File: src/rtl/dctl_pkg.sv
// Package: shared constants and write-class type for the disk interface
// register block. Assumes a 32-bit data path split into 8-bit lanes.
package dctl_pkg;
    localparam int DATA_W  = 32;
    localparam int BE_W    = DATA_W / 8;
    localparam int N_STORE = 8;
    localparam int STORE_W = $clog2(N_STORE);

    localparam int IDX_CMD  = 2;
    localparam int IDX_BMGR = 4;
    localparam int IDX_HRST = 8;

    localparam logic [DATA_W-1:0] CMD_CLK_YM   = 32'h0012_0000;
    localparam logic [DATA_W-1:0] CMD_CLK_DH   = 32'h0013_0000;
    localparam logic [DATA_W-1:0] CMD_CLK_MS   = 32'h0014_0000;
    localparam logic [DATA_W-1:0] ST_MECH_INT  = 32'h0200_0000;
    localparam logic [DATA_W-1:0] BM_RESET_W   = 32'h1000_0000;
    localparam logic [DATA_W-1:0] BM_MECHA_W   = 32'h0100_0000;
    localparam logic [DATA_W-1:0] BM_INTMASK   = 32'h2000_0000;
    localparam logic [DATA_W-1:0] BM_C1_DOUBLE = 32'h0040_0000;
    localparam logic [DATA_W-1:0] HRST_MAGIC   = 32'hAAAA_0000;

    typedef enum logic [3:0] {
        WC_NONE,
        WC_PLAIN,
        WC_CMD_CLK,
        WC_CMD_OTHER,
        WC_BM_RESET,
        WC_BM_MECHA,
        WC_BM_ZERO,
        WC_BM_OTHER,
        WC_HR_MAGIC,
        WC_HR_BAD,
        WC_VOID
    } wclass_e;
endpackage

File: src/rtl/dctl_wdecode.sv
// Module: classifies a bus write by target register and data word.
// Assumes a single write per cycle; an idle bus yields WC_NONE.
module dctl_wdecode
    import dctl_pkg::*;
#(
    parameter int IDX_W = 4
) (
    input  logic              wr_en,
    input  logic [IDX_W-1:0]  reg_idx,
    input  logic [DATA_W-1:0] wr_data,
    output wclass_e           wclass
);
    // Purpose: map (index, word) to one action class.
    always_comb begin
        wclass = WC_NONE;
        if (wr_en) begin
            if (int'(reg_idx) == IDX_CMD) begin
                if (wr_data == CMD_CLK_YM || wr_data == CMD_CLK_DH ||
                    wr_data == CMD_CLK_MS)
                    wclass = WC_CMD_CLK;
                else
                    wclass = WC_CMD_OTHER;
            end else if (int'(reg_idx) == IDX_BMGR) begin
                if (wr_data == BM_RESET_W)
                    wclass = WC_BM_RESET;
                else if (wr_data == BM_MECHA_W)
                    wclass = WC_BM_MECHA;
                else if (wr_data == '0)
                    wclass = WC_BM_ZERO;
                else
                    wclass = WC_BM_OTHER;
            end else if (int'(reg_idx) == IDX_HRST) begin
                wclass = (wr_data == HRST_MAGIC) ? WC_HR_MAGIC : WC_HR_BAD;
            end else if (int'(reg_idx) < N_STORE) begin
                wclass = WC_PLAIN;
            end else begin
                wclass = WC_VOID;
            end
        end
    end
endmodule

File: src/rtl/dctl_bmerge.sv
// Module: merges write data into an old value, lane by lane, under byte
// enables. Assumes DATA_W is a whole number of 8-bit lanes.
module dctl_bmerge #(
    parameter int DATA_W = 32,
    parameter int BE_W   = DATA_W / 8
) (
    input  logic [DATA_W-1:0] old_val,
    input  logic [DATA_W-1:0] new_val,
    input  logic [BE_W-1:0]   be,
    output logic [DATA_W-1:0] merged
);
    for (genvar b = 0; b < BE_W; b++) begin : g_lane
        // Purpose: pick the new or the old byte for lane b.
        assign merged[8*b +: 8] = be[b] ? new_val[8*b +: 8] : old_val[8*b +: 8];
    end
endmodule

File: src/rtl/dctl_irqctl.sv
// Module: owns the interrupt line and the sticky protocol-error flag.
// Assumes the write class is already decoded for this cycle.
module dctl_irqctl
    import dctl_pkg::*;
(
    input  logic    clk,
    input  logic    rst_n,
    input  wclass_e wclass,
    output logic    irq_o,
    output logic    perr_o
);
    logic irq_set, irq_clr;

    // Purpose: name the events that move the interrupt line.
    always_comb begin
        irq_set = (wclass == WC_CMD_CLK);
        irq_clr = (wclass == WC_BM_RESET) || (wclass == WC_BM_MECHA) ||
                  (wclass == WC_BM_ZERO);
    end

    // Purpose: hold the interrupt level between set and clear events.
    always_ff @(posedge clk) begin
        if (!rst_n)       irq_o <= 1'b0;
        else if (irq_set) irq_o <= 1'b1;
        else if (irq_clr) irq_o <= 1'b0;
    end

    // Purpose: latch a refused hard-reset write until reset.
    always_ff @(posedge clk) begin
        if (!rst_n)                   perr_o <= 1'b0;
        else if (wclass == WC_HR_BAD) perr_o <= 1'b1;
    end

    AST_IRQ_RISE:   assert property (@(posedge clk) disable iff (!rst_n)
                        wclass == WC_CMD_CLK |=> irq_o);
    AST_IRQ_DROP:   assert property (@(posedge clk) disable iff (!rst_n)
                        (wclass == WC_BM_RESET || wclass == WC_BM_MECHA ||
                         wclass == WC_BM_ZERO) |=> !irq_o);
    AST_IRQ_HOLD:   assert property (@(posedge clk) disable iff (!rst_n)
                        (wclass == WC_CMD_OTHER || wclass == WC_BM_OTHER) |=> $stable(irq_o));
    AST_PERR_STICK: assert property (@(posedge clk) disable iff (!rst_n)
                        perr_o |=> perr_o);
endmodule

File: src/rtl/dctl_regblock.sv
// Module: top of the disk interface register block. Holds the storage
// registers and the read port, and applies the write actions.
// Assumes one bus write per cycle; the reset is synchronous and active low.
module dctl_regblock
    import dctl_pkg::*;
#(
    parameter int IDX_W = 4
) (
    input  logic              clk,
    input  logic              rst_n,
    input  logic              wr_en,
    input  logic              rd_en,
    input  logic [IDX_W-1:0]  reg_idx,
    input  logic [DATA_W-1:0] wr_data,
    input  logic [BE_W-1:0]   wr_be,
    output logic [DATA_W-1:0] rd_data,
    output logic              irq_o,
    output logic              proto_err_o
);
    logic [DATA_W-1:0] regs_q [N_STORE];
    logic [STORE_W-1:0] slot;
    logic               in_store;
    logic [DATA_W-1:0]  old_val, merged;
    wclass_e            wclass;

    // Purpose: reduce the index to a storage slot and flag whether it is in range.
    always_comb begin
        slot     = reg_idx[STORE_W-1:0];
        in_store = (int'(reg_idx) < N_STORE);
        old_val  = regs_q[slot];
    end

    dctl_wdecode #(.IDX_W(IDX_W)) u_dec (
        .wr_en   (wr_en),
        .reg_idx (reg_idx),
        .wr_data (wr_data),
        .wclass  (wclass)
    );

    dctl_bmerge #(.DATA_W(DATA_W), .BE_W(BE_W)) u_merge (
        .old_val (old_val),
        .new_val (wr_data),
        .be      (wr_be),
        .merged  (merged)
    );

    dctl_irqctl u_irq (
        .clk    (clk),
        .rst_n  (rst_n),
        .wclass (wclass),
        .irq_o  (irq_o),
        .perr_o (proto_err_o)
    );

    // Purpose: apply the decoded write action to the storage registers.
    always_ff @(posedge clk) begin
        if (!rst_n) begin
            for (int i = 0; i < N_STORE; i++) regs_q[i] <= '0;
        end else begin
            case (wclass)
                WC_PLAIN, WC_CMD_OTHER, WC_BM_OTHER: regs_q[slot] <= merged;
                WC_CMD_CLK:  regs_q[IDX_CMD]  <= merged | ST_MECH_INT;
                WC_BM_RESET: regs_q[IDX_BMGR] <= regs_q[IDX_BMGR] & ~BM_INTMASK;
                WC_BM_MECHA: regs_q[IDX_CMD]  <= regs_q[IDX_CMD] & ~ST_MECH_INT;
                WC_HR_MAGIC: regs_q[IDX_BMGR] <= BM_C1_DOUBLE;
                default: ;
            endcase
        end
    end

    // Purpose: register the read data one cycle after the strobe.
    always_ff @(posedge clk) begin
        if (!rst_n)     rd_data <= '0;
        else if (rd_en) rd_data <= in_store ? regs_q[slot] : '0;
    end

    AST_HR_LOAD:  assert property (@(posedge clk) disable iff (!rst_n)
                      wclass == WC_HR_MAGIC |=> regs_q[IDX_BMGR] == BM_C1_DOUBLE);
    AST_HR_BAD:   assert property (@(posedge clk) disable iff (!rst_n)
                      wclass == WC_HR_BAD |=> $stable(regs_q[IDX_BMGR]) && $stable(regs_q[IDX_CMD]));
    AST_MECH_SET: assert property (@(posedge clk) disable iff (!rst_n)
                      wclass == WC_CMD_CLK |=> (regs_q[IDX_CMD] & ST_MECH_INT) != '0);
    AST_MECH_CLR: assert property (@(posedge clk) disable iff (!rst_n)
                      wclass == WC_BM_MECHA |=> (regs_q[IDX_CMD] & ST_MECH_INT) == '0 &&
                                                 $stable(regs_q[IDX_BMGR]));
    AST_ZERO_ACK: assert property (@(posedge clk) disable iff (!rst_n)
                      wclass == WC_BM_ZERO |=> $stable(regs_q[IDX_BMGR]) && $stable(regs_q[IDX_CMD]));
endmodule

File: config.mk
export PLATFORM = sky130hd
export DESIGN_NAME = dctl_regblock
export DESIGN_NICKNAME = d
export VERILOG_FILES = /design/src/rtl/dctl_pkg.sv /design/src/rtl/dctl_wdecode.sv /design/src/rtl/dctl_bmerge.sv /design/src/rtl/dctl_irqctl.sv /design/src/rtl/dctl_regblock.sv
export SDC_FILE = /design/constraint.sdc
export NUM_CORES = 1
export LEC_CHECK = 0
export ABC_AREA = 1
export BUFFER_PORTS_ARGS = -buffer_cell sky130_fd_sc_hd__buf_2
export CAP_MARGIN = 20
export CELL_PAD_IN_SITES_DETAIL_PLACEMENT = 2
export CELL_PAD_IN_SITES_GLOBAL_PLACEMENT = 2
export CORE_MARGIN = 2
export CORE_UTILIZATION = 35
export CTS_BUF_LIST = sky130_fd_sc_hd__clkbuf_8
export DETAILED_ROUTE_END_ITERATION = 7
export GPL_ROUTABILITY_DRIVEN = 1
export PLACE_DENSITY = 0.84
export SLEW_MARGIN = 5
export SYNTH_ARGS = -nofsm -noshare
export SYNTH_HDL_FRONTEND = slang
export SYNTH_HIERARCHICAL = 1
export SYNTH_SLANG_ARGS = --single-unit
export TNS_END_PERCENT = 30
File: constraint.sdc
create_clock -name clk -period 3.2 [get_ports clk]
set_input_delay 0.64 -clock clk [delete_from_list [all_inputs] [get_ports clk]]
set_output_delay 0.64 -clock clk [all_outputs]
set_load 0.05 [all_outputs]
# Word level (Yosys, flattened, before mapping)
# Memories as Yosys holds them, arrays and structs flattened.
# Index checks and enable logic that the tools add are counted.
[word_totals] ramBits=256 input_bits=44 output_inout_bits=34 mem_count=1 wordCells=91 regBits=34
[op_classes] muxes=46 n_lt_le_gt_ge=1 n_reduce_logical=10 n_eq_ne=20 bitwise=10
[mem_list] name="regs_q" words=8 word_bits=32 rd=1 rd_ports_with_merged_regs=0 write_ports=8 line="dctl_regblock.sv:20" rtl="logic [DATA_W-1:0] regs_q [N_STORE];"
[op_table] operator="== test 32 x 21 -> 1 bit (second input constant)" count=3
[op_table] operator="2-to-1 mux 32 bit" count=3
[op_table] operator="2-to-1 mux 29 bit" count=2
[op_table] operator="== test 32 x 25 -> 1 bit (second input constant)" count=1
[op_table] operator="== test 32 x 29 -> 1 bit (second input constant)" count=1
[op_table] operator="== test 32 bit (second input constant)" count=1
[op_table] operator="zero test 32 bit" count=1
[op_table] operator="2-to-1 mux 8 bit" count=4
[op_table] operator="OR reduction 32 bit" count=1
[op_table] operator="2-to-1 mux 4 bit" count=7
[op_table] operator="2-to-1 mux 1 bit" count=25
[op_table] operator="2-to-1 mux 25 bit" count=1
[op_table] operator="== test 4 x 3 -> 1 bit (second input constant)" count=5
[op_table] operator="== test 4 bit (second input constant)" count=4
[op_table] operator="bitwise OR 1 bit" count=10
[op_table] operator="== test 4 x 2 -> 1 bit (second input constant)" count=2
[op_table] operator="2-to-1 mux 6 bit" count=1
[op_table] operator="== test 4 x 1 -> 1 bit (second input constant)" count=1
[op_table] operator="logical OR 1 bit" count=4
[op_table] operator="less-than comparator 4 bit (second input constant)" count=1
[op_table] operator="2-to-1 mux 2 bit" count=2
[op_table] operator="AND reduction 2 bit" count=2
[op_table] operator="2-to-1 mux 3 bit" count=1
[op_table] operator="OR reduction 3 bit" count=1
[op_table] operator="2 further kinds" count=3

# Longest topological paths before layout
# Gate-level depths: netlist (run 1).
[logic_depth] word_depth=14 depth_mapped=17 depth_no_buf=16

# By module
# The synthesis (run 1) kept the hierarchy.
[modules_own_cells] module="dctl_regblock" cells_each=1527 area_each_um2=13400.4 seq_area_each_um2=8328.0 instances=1
[modules_own_cells] module="dctl_wdecode" cells_each=106 area_each_um2=426.7 seq_area_each_um2=0.0 instances=1
[modules_own_cells] module="dctl_bmerge" cells_each=104 area_each_um2=420.4 seq_area_each_um2=0.0 instances=1
[modules_own_cells] module="dctl_irqctl" cells_each=18 area_each_um2=110.1 seq_area_each_um2=40.0 instances=1

# Least setup slack after synthesis (run 1)
# Ideal clock, no wire load.
[synth_timing] path_kind="input-to-reg" from="input port wr_data[30]" to="memory regs_q[4][0], enable pin" setup_time_ps=393 path_slack_ps=19 t_required_ps=2807 arrival_ps=2788 n_path_buf=1 stages=17 path_cell_list="inv_2 -> nand2_1 -> nor2_1 -> nand2_1 -> nand2_1 -> nand2_1 -> nand2_1 -> nand2_1 -> nand2_1 -> nor2_1 -> nand2_1 -> nor2_1 -> o21ai_1 -> nor2_1 -> nand2_1 -> buf_2 -> nand3_1"
[synth_lines] element="start, declared" line="dctl_regblock.sv:14" rtl="input logic [DATA_W-1:0] wr_data,"
[synth_lines] element="end, declared" line="dctl_regblock.sv:20"

==> impl_metrics.yaml, run 1 <==
run_status:
  status: "complete, no violations"
clock_tree:
  insertion_delay_ns: 0.63
  cts_setup_buffers: 0
  cts_tree: "built"
  cts.htree.levels: 2
  clockRootBuffer: "clkbuf_8"
  cts_hold_buf: 0
  numCtsBuffers: 52
  clockBufferDepth: 3
  cts_resized: 0
  cts_sinks: 290
  clk_pin_slew_ns: 0.06
finish:
  layout_common_cells: "nand2_1 (510), inv_1 (348), nor2_1 (283)"
  finalNonFillerCells: 2428
  fin_nets: 1898
  layout_commonest_cell: "nand2_1"
  drive_above_1_share_pct: 10.9
  num-fill-cells: 4631
  diodes: 0
  area_growth_pct: 15.1
worst_setup_path:
  r2r_slack_ns: 1.55
  crit_path_end_kind: "flop"
  path_common_cell: "nand2_1"
  reg2reg_depth: 8
  worst-endpoint-arrival_ns: 2.89
  critPathLaunchType: "input pin"
  cpPeakStageDelay_ns: 0.32
  crit_chain: "buf_2 -> inv_1 -> nand2_1 -> nor2_1 -> nand2_1 -> nor2_2 -> nand3_1 -> nand2_1 -> a21oi_1 -> o21ai_1 -> nor2_1 -> nand2_1 -> nand3_2 -> buf_12"
  required_ns: 3.58
  rr_endpoint: "regs_q[0][1]"
  critPathLaunch: "wr_data[6]"
  reg2reg_from: "regs_q[2][1]"
  cp_slowest_cell: "nor2_2"
  crit_type: "input pin to flop"
  cp_max_fo: 15
place:
  hpwl_um: 33400
  gp_congestion: 0.781
  port_buffers: 77
  dp.cells: 2332
routing:
  route.detailed.drc: 0
  top_layer: "met4"
  route.met2.wl_um: 28100
  drtIter0Drc: 690
  post_drt_via_cell_ratio: 5.04
  routed-via-count: 12200
  first_pass_iters: 5
  wire_per_inst_um: 21.9
  ant_nets: 0
  met3_length_um: 1900
  wl_met1_um: 20900
  drt_wl_total_um: 53200
global_route:
  overflow: 0
  grt_max_degree: 84
  gr-usage-all-layers_pct: 25.8
  grt_pass1_wl_um: 81900
  grt_pass1_vias: 14000
  antenna_found_initial: 0
timing:
  fin_crit_ns: 2.51
  setup-violations-final: 0
  hold_viol_final: 0
  rsz0062_at_grt: "no"
  fin_crit_sh_pct: 78.5
  slew_headroom_pct: 59.7
  finClkSkew_ns: 0.0179
  fmax_mhz: 398
  slew_viol_final: 0
  worstMarginPinSlew_ns: 0.598
  setup_tns_ns: 0
worst_hold_path:
  hold_path_class: "input pin to flop"
  hold_start: "rst_n"
  hold_depth: 3
  worstHoldEndpoint: "u_irq/irq_o"
floorplanning:
  fp.dieW_um: 207
  start_util_pct: 35.3
  io_pins: 78
  die_y_um: 207
  std_cell_rows: 74
  core_region_area_mm2: 0.0406
  dieArea_mm2: 0.0427
job:
  cap_violations: 0
logic_synthesis:
  ys_types: 24
  ys_seq_area_share_pct: 58.3
  synth_cells: 1755
  ys_ff_latch: 290
  avgSynthCellArea_um2: 8.18
  ys_warn_count: 6
  netlist_area_mm2: 0.0144
  syn-num-nets: 1799
pwr:
  p_total_w: 0.00859
  ir_worst_vdd_v: 0.000292
  powerDensity_mw_per_mm2: 520
  leakagePower_nw: 7.87
==> Yosys cell counts, drive strengths merged <==
master | instances | area share (%)
clkinv | 1 | 0.026
or2 | 1 | 0.044
o21ai | 35 | 1.2
nand3 | 137 | 4.8
nor3 | 2 | 0.070
a21boi | 1 | 0.078
and2 | 1 | 0.044
o22ai | 1 | 0.044
a21oi | 34 | 1.2
inv | 336 | 8.8
nor2 | 291 | 7.8
dfxtp | 34 | 4.7
nand4 | 36 | 1.6
clkbuf | 32 | 0.84
nand3b | 1 | 0.052
buf | 46 | 1.9
edfxtp | 256 | 54
nand2 | 510 | 13
==> sequential cells by signal, summed over array words and instances (netlist names) <==
name          flops
regs_q          256
rd_data          32
u_irq/irq_o       1
u_irq/perr_o      1
==> logic make-up (layout without fill, tap and decap cells) <==
kind of cell    after synthesis  after routing  share of synthesized area [%]
simple gates                979            979                           27.7
buf+inv                     415            556                           11.5
flops                       290            290                           58.3
compound gates               71             71                           2.53
==> area by class of cell <==
cell class | count | area (um^2) | area share, %
clock buffer | 54 | 743 | 4.50
clock inverter | 42 | 164 | 0.992
inverter | 337 | 1270 | 7.66
multi-input combinational | 1050 | 4350 | 26.3
sequential | 290 | 8370 | 50.6
tap | 532 | 666 | 4.03
timing repair buffer | 123 | 971 | 5.87
==> metal layers <==
layer | vias up | global-route usage, %
li1 | 5647 | -
met1 | 6229 | 28.9
met2 | 235 | 48.5
met3 | 127 | 3.77
met4 | 0 | 11.1
met5 | - | 0
==> worst max path at each step <==
stage / end / depth (start not counted)
after floorplan: regs_q[4][0] / 17
after global placement: regs_q[4][12] / 14
after detailed placement: regs_q[1][16] / 14
after CTS: regs_q[4][2] / 14
after global routing: regs_q[3][30] / 18
final: regs_q[4][2] / 14
==> stage by stage <==
step	hold slack [ns]	setup slack, ns	area (um^2)	util, %
2_1_floorplan	0.674	0.0190	14400	-
3_3_place_gp	0.445	0.226	15600	38.4
3_5_place_dp	0.458	0.122	15600	38.4
4_1_cts	0.381	0.717	16500	40.7
5_1_grt	0.438	0.528	16500	40.7
6_report	0.425	0.687	16500	40.7
==> power by group <==
part	switching (W)	internal (W)
clock network	0.00165	0.00155
registers	0.0000583	0.00429
logic	0.000788	0.000256
==> worst max-delay path, delay by kind of cell <==
family / cells / cell delay [ns]
buffers and inverters: 3 / 0.37
AOI/OAI and AO/OA: 2 / 0.35
and+or+nand+nor: 9 / 1.50
Power figures use the tool's default switching activity.
==> inputs of run 2 (changes only) <==
--- a/config.mk
+++ b/config.mk
@@ -5,17 +5,17 @@
 export SDC_FILE = /design/constraint.sdc
 export NUM_CORES = 1
 export LEC_CHECK = 0
-export ABC_AREA = 1
+export ABC_AREA = 0
 export BUFFER_PORTS_ARGS = -buffer_cell sky130_fd_sc_hd__buf_2
 export CAP_MARGIN = 20
 export CELL_PAD_IN_SITES_DETAIL_PLACEMENT = 2
 export CELL_PAD_IN_SITES_GLOBAL_PLACEMENT = 2
 export CORE_MARGIN = 2
-export CORE_UTILIZATION = 35
+export CORE_UTILIZATION = 41
 export CTS_BUF_LIST = sky130_fd_sc_hd__clkbuf_8
 export DETAILED_ROUTE_END_ITERATION = 7
 export GPL_ROUTABILITY_DRIVEN = 1
-export PLACE_DENSITY = 0.84
+export PLACE_DENSITY = 0.83
 export SLEW_MARGIN = 5
 export SYNTH_ARGS = -nofsm -noshare
 export SYNTH_HDL_FRONTEND = slang
==> constraint.sdc (replaced) <==
create_clock -name clk -period 2.1 [get_ports clk]
set_input_delay 0.42 -clock clk [delete_from_list [all_inputs] [get_ports clk]]
set_output_delay 0.42 -clock clk [all_outputs]
set_load 0.05 [all_outputs]
==> run 2 against run 1 <==
Net effect: final cell count fell by 30%; the run now ends with setup timing left; power rose by 66%; register-to-register slack got worse by 1.5 ns; global-route usage rose by 8.2 points; first-iteration DRC count rose by 74%; via count fell by 11%.
==> impl_metrics.yaml, run 2 <==
timing:
  fmax_mhz: 352
  layout_setup_ws_ns: -0.739
  finClkSkew_ns: 0.0286
  setup-violations-final: 516
  fin_crit_ns: 2.84
  slew_headroom_pct: 67.4
  setup_tns_ns: -326.90
  worstMarginPinSlew_ns: 0.489
  hold_viol_final: 0
  fin_crit_sh_pct: 135
  slew_viol_final: 0
  rsz0062_at_grt: "yes"
pwr:
  internal_power_w: 0.00986
  seqPwrFrac_pct: 46.9
  switching_power_w: 0.00440
  ir_worst_vdd_v: 0.000575
  swShare_pct: 30.8
  p_total_w: 0.0143
  pwr-share-clk_pct: 38.2
  powerDensity_mw_per_mm2: 776
  leakagePower_nw: 7.54
  comb_power_share_pct: 14.9
finish:
  num-fill-cells: 2963
  largest_reg_flops: 256
  layout_common_cells: "edfxtp_1 (256), and2_4 (219), mux2i_1 (128)"
  regArea_mm2: 0.00837
  layout_commonest_cell: "edfxtp_1"
  top_register: "regs_q"
  drive_above_1_share_pct: 52.3
  reg_top3: "regs_q x256, rd_data x32"
  multi_input_area_mm2: 0.00586
  fin_area_mm2: 0.0184
  area_growth_pct: 33.4
  finalNonFillerCells: 1692
  fin_nets: 1245
worst_setup_path:
  critPathLaunch: "reg_idx[2]"
  worst-endpoint-arrival_ns: 3.19
  crit_type: "input pin to flop"
  crit_chain: "buf_2 -> nor4b_4 -> nand3_1 -> o41ai_4 -> a21boi_2 -> nand2b_4 -> nand4_1 -> buf_12 -> nor2_4 -> clkbuf_16 -> and2_1"
  crit_path_end_kind: "flop"
  cp_slowest_cell: "o41ai_4"
  path_depth: 11
  reg2reg_depth: 5
  reg2reg_from: "regs_q[1][4]"
  critPathLaunchType: "input pin"
  cpPeakStageDelay_ns: 0.42
  cp_max_fo: 12
  path_buf_inv: 3
  crit_family: "simple AND/OR/NAND/NOR gates"
  required_ns: 2.45
logic_synthesis:
  synth_compound_area_share_pct: 9.08
  synthMuxAreaShare_pct: 12.8
  synth-main-ff-cell: "edfxtp_1"
  synth_xor_area_share_pct: 0.127
  synth_commonest_cells: "edfxtp_1 (256), and2_1 (251), mux2i_1 (128)"
  avgSynthCellArea_um2: 14.4
  yosys.area_share.simple_pct: 14.0
  synth_top_area_share_pct: 55.8
  synthAdderAreaFrac_pct: 0
  ys_ff_latch: 290
  ys_types: 46
  synth_top_family_by_area: "simple AND/OR/NAND/NOR gates"
  synth_edf_count: 256
  syn-num-nets: 1002
  ys_seq_area_share_pct: 60.8
  netlist_area_mm2: 0.0138
  synth_cells: 958
  async_flop_share_pct: 0
  netlist_top_cells_area: "edfxtp_1 (56%), and2_1 (11%), mux2i_1 (9.3%)"
  post-synth-top-count-cell: "edfxtp_1"
  yosys.area.top_type: "edfxtp_1"
  ys_warn_count: 6
routing:
  route.detailed.drc: 0
  drtIter0Drc: 1201
  first_pass_iters: 5
  routed-via-count: 10900
  wire_per_inst_um: 41.1
  ant_nets: 0
  drt_wl_total_um: 69500
  post_drt_via_cell_ratio: 6.42
clock_tree:
  clockBufferDepth: 3
  clockRootBuffer: "clkbuf_8"
  cts.htree.levels: 2
  cts_hold_buf: 0
  cts_sinks: 290
  numCtsBuffers: 51
  cts_tree: "built"
  insertion_delay_ns: 0.62
  clk_pin_slew_ns: 0.09
place:
  hpwl_um: 31600
  port_buffers: 77
  dp.cells: 1556
  dp_slack_ns: -1.42
  placed_area_mm2: 0.0160
  gp_congestion: 0.838
global_route:
  gr-usage-all-layers_pct: 34.0
  grt_max_degree: 39
  grt_pass1_wl_um: 86500
  grt_pass1_vias: 11100
  overflow: 0
  antenna_found_initial: 1
worst_hold_path:
  hold_path_class: "input pin to flop"
  hold_start: "wr_data[13]"
  hold_depth: 3
run_status:
  status: "finished with violations"
  violations: "setup timing"
floorplanning:
  std_cell_rows: 67
  core_region_area_mm2: 0.0333
  die_y_um: 187
  io_pins: 78
  start_util_pct: 41.4
  fp.dieW_um: 187
  dieArea_mm2: 0.0351
job:
  cap_violations: 0
-- run 2: changes by cell type after synthesis, moves of 31 or more --
cell	before	now
nand2_1	510	4
inv_1	323	3
nor2_1	285	10
and2_1	1	251
nand3_1	137	2
mux2i_1	0	128
a21oi_1	34	1
a32o_1	0	32
mux2_4	0	32
nand4_1	36	4
o221ai_2	0	32
o22a_1	0	32
o21ai_1	31	0
-- run 2: area by class of cell --
class / instances / share of cell area (%)
timing repair buffer: 264 / 14.3
sequential: 290 / 45.5
clock inverter: 36 / 0.797
multi-input combinational: 591 / 31.9
inverter: 3 / 0.0613
antenna: 2 / 0.0272
clock buffer: 58 / 4.34
tap: 448 / 3.05
-- run 2: final timing paths --
check	endpoint	slack (ns)
hold / removal	regs_q[4][13]	0.34
setup / recovery	regs_q[1][13]	-0.74
hold reg to reg	rd_data[15]	0.48
setup reg to reg	regs_q[7][4]	0.09
-- run 2: routing by layer --
metal / track usage (%) / part of all wire (%) / vias to the layer above
met1: 42.5 / 38 / 5750
met3: 5.01 / 6.8 / 308
met4: 15.3 / 7.6 / 0
met5: 0 / 0 / -
li1: - / - / 4115
met2: 58.5 / 47 / 684
-- run 2: power groups by stage --
stage	Combinational [W]	Clock (W)	Sequential, W
after floorplan	0.000808	0	0.00679
after global placement	0.00158	0	0.00670
after detailed placement	0.00168	0	0.00674
after CTS	0.00183	0.00515	0.00664
after global routing	0.00215	0.00563	0.00669
final	0.00213	0.00544	0.00668
-- run 2: per-stage QoR --
step	hold slack, ns	util (%)
final	0.336	55.2
after CTS	0.299	52.1
after detailed placement	0.458	48.0
after global routing	0.350	55.2
after floorplan	0.537	-
after global placement	0.444	48.0
-- run 2: repair_timing --
item | in CTS | in global routing
pin swaps | 11 | 145
cloned | 3 | 14
buffers inserted | 12 | 16
endpoints found under the setup margin | 514 | 513
resized for setup | 63 | 231
-- run 2: cell families after synthesis --
family | after synthesis
AO/OA/AOI/OAI | 121
AND/OR/NAND/NOR | 308
buffers and inverters | 77
flip-flops | 290
multiplexers | 160
XOR/XNOR | 2
-- run 2: worst min-delay path, cell delays in order --
cell and delay, ns:
buf_8 0.08, mux2_4 0.20, and2_4 0.15
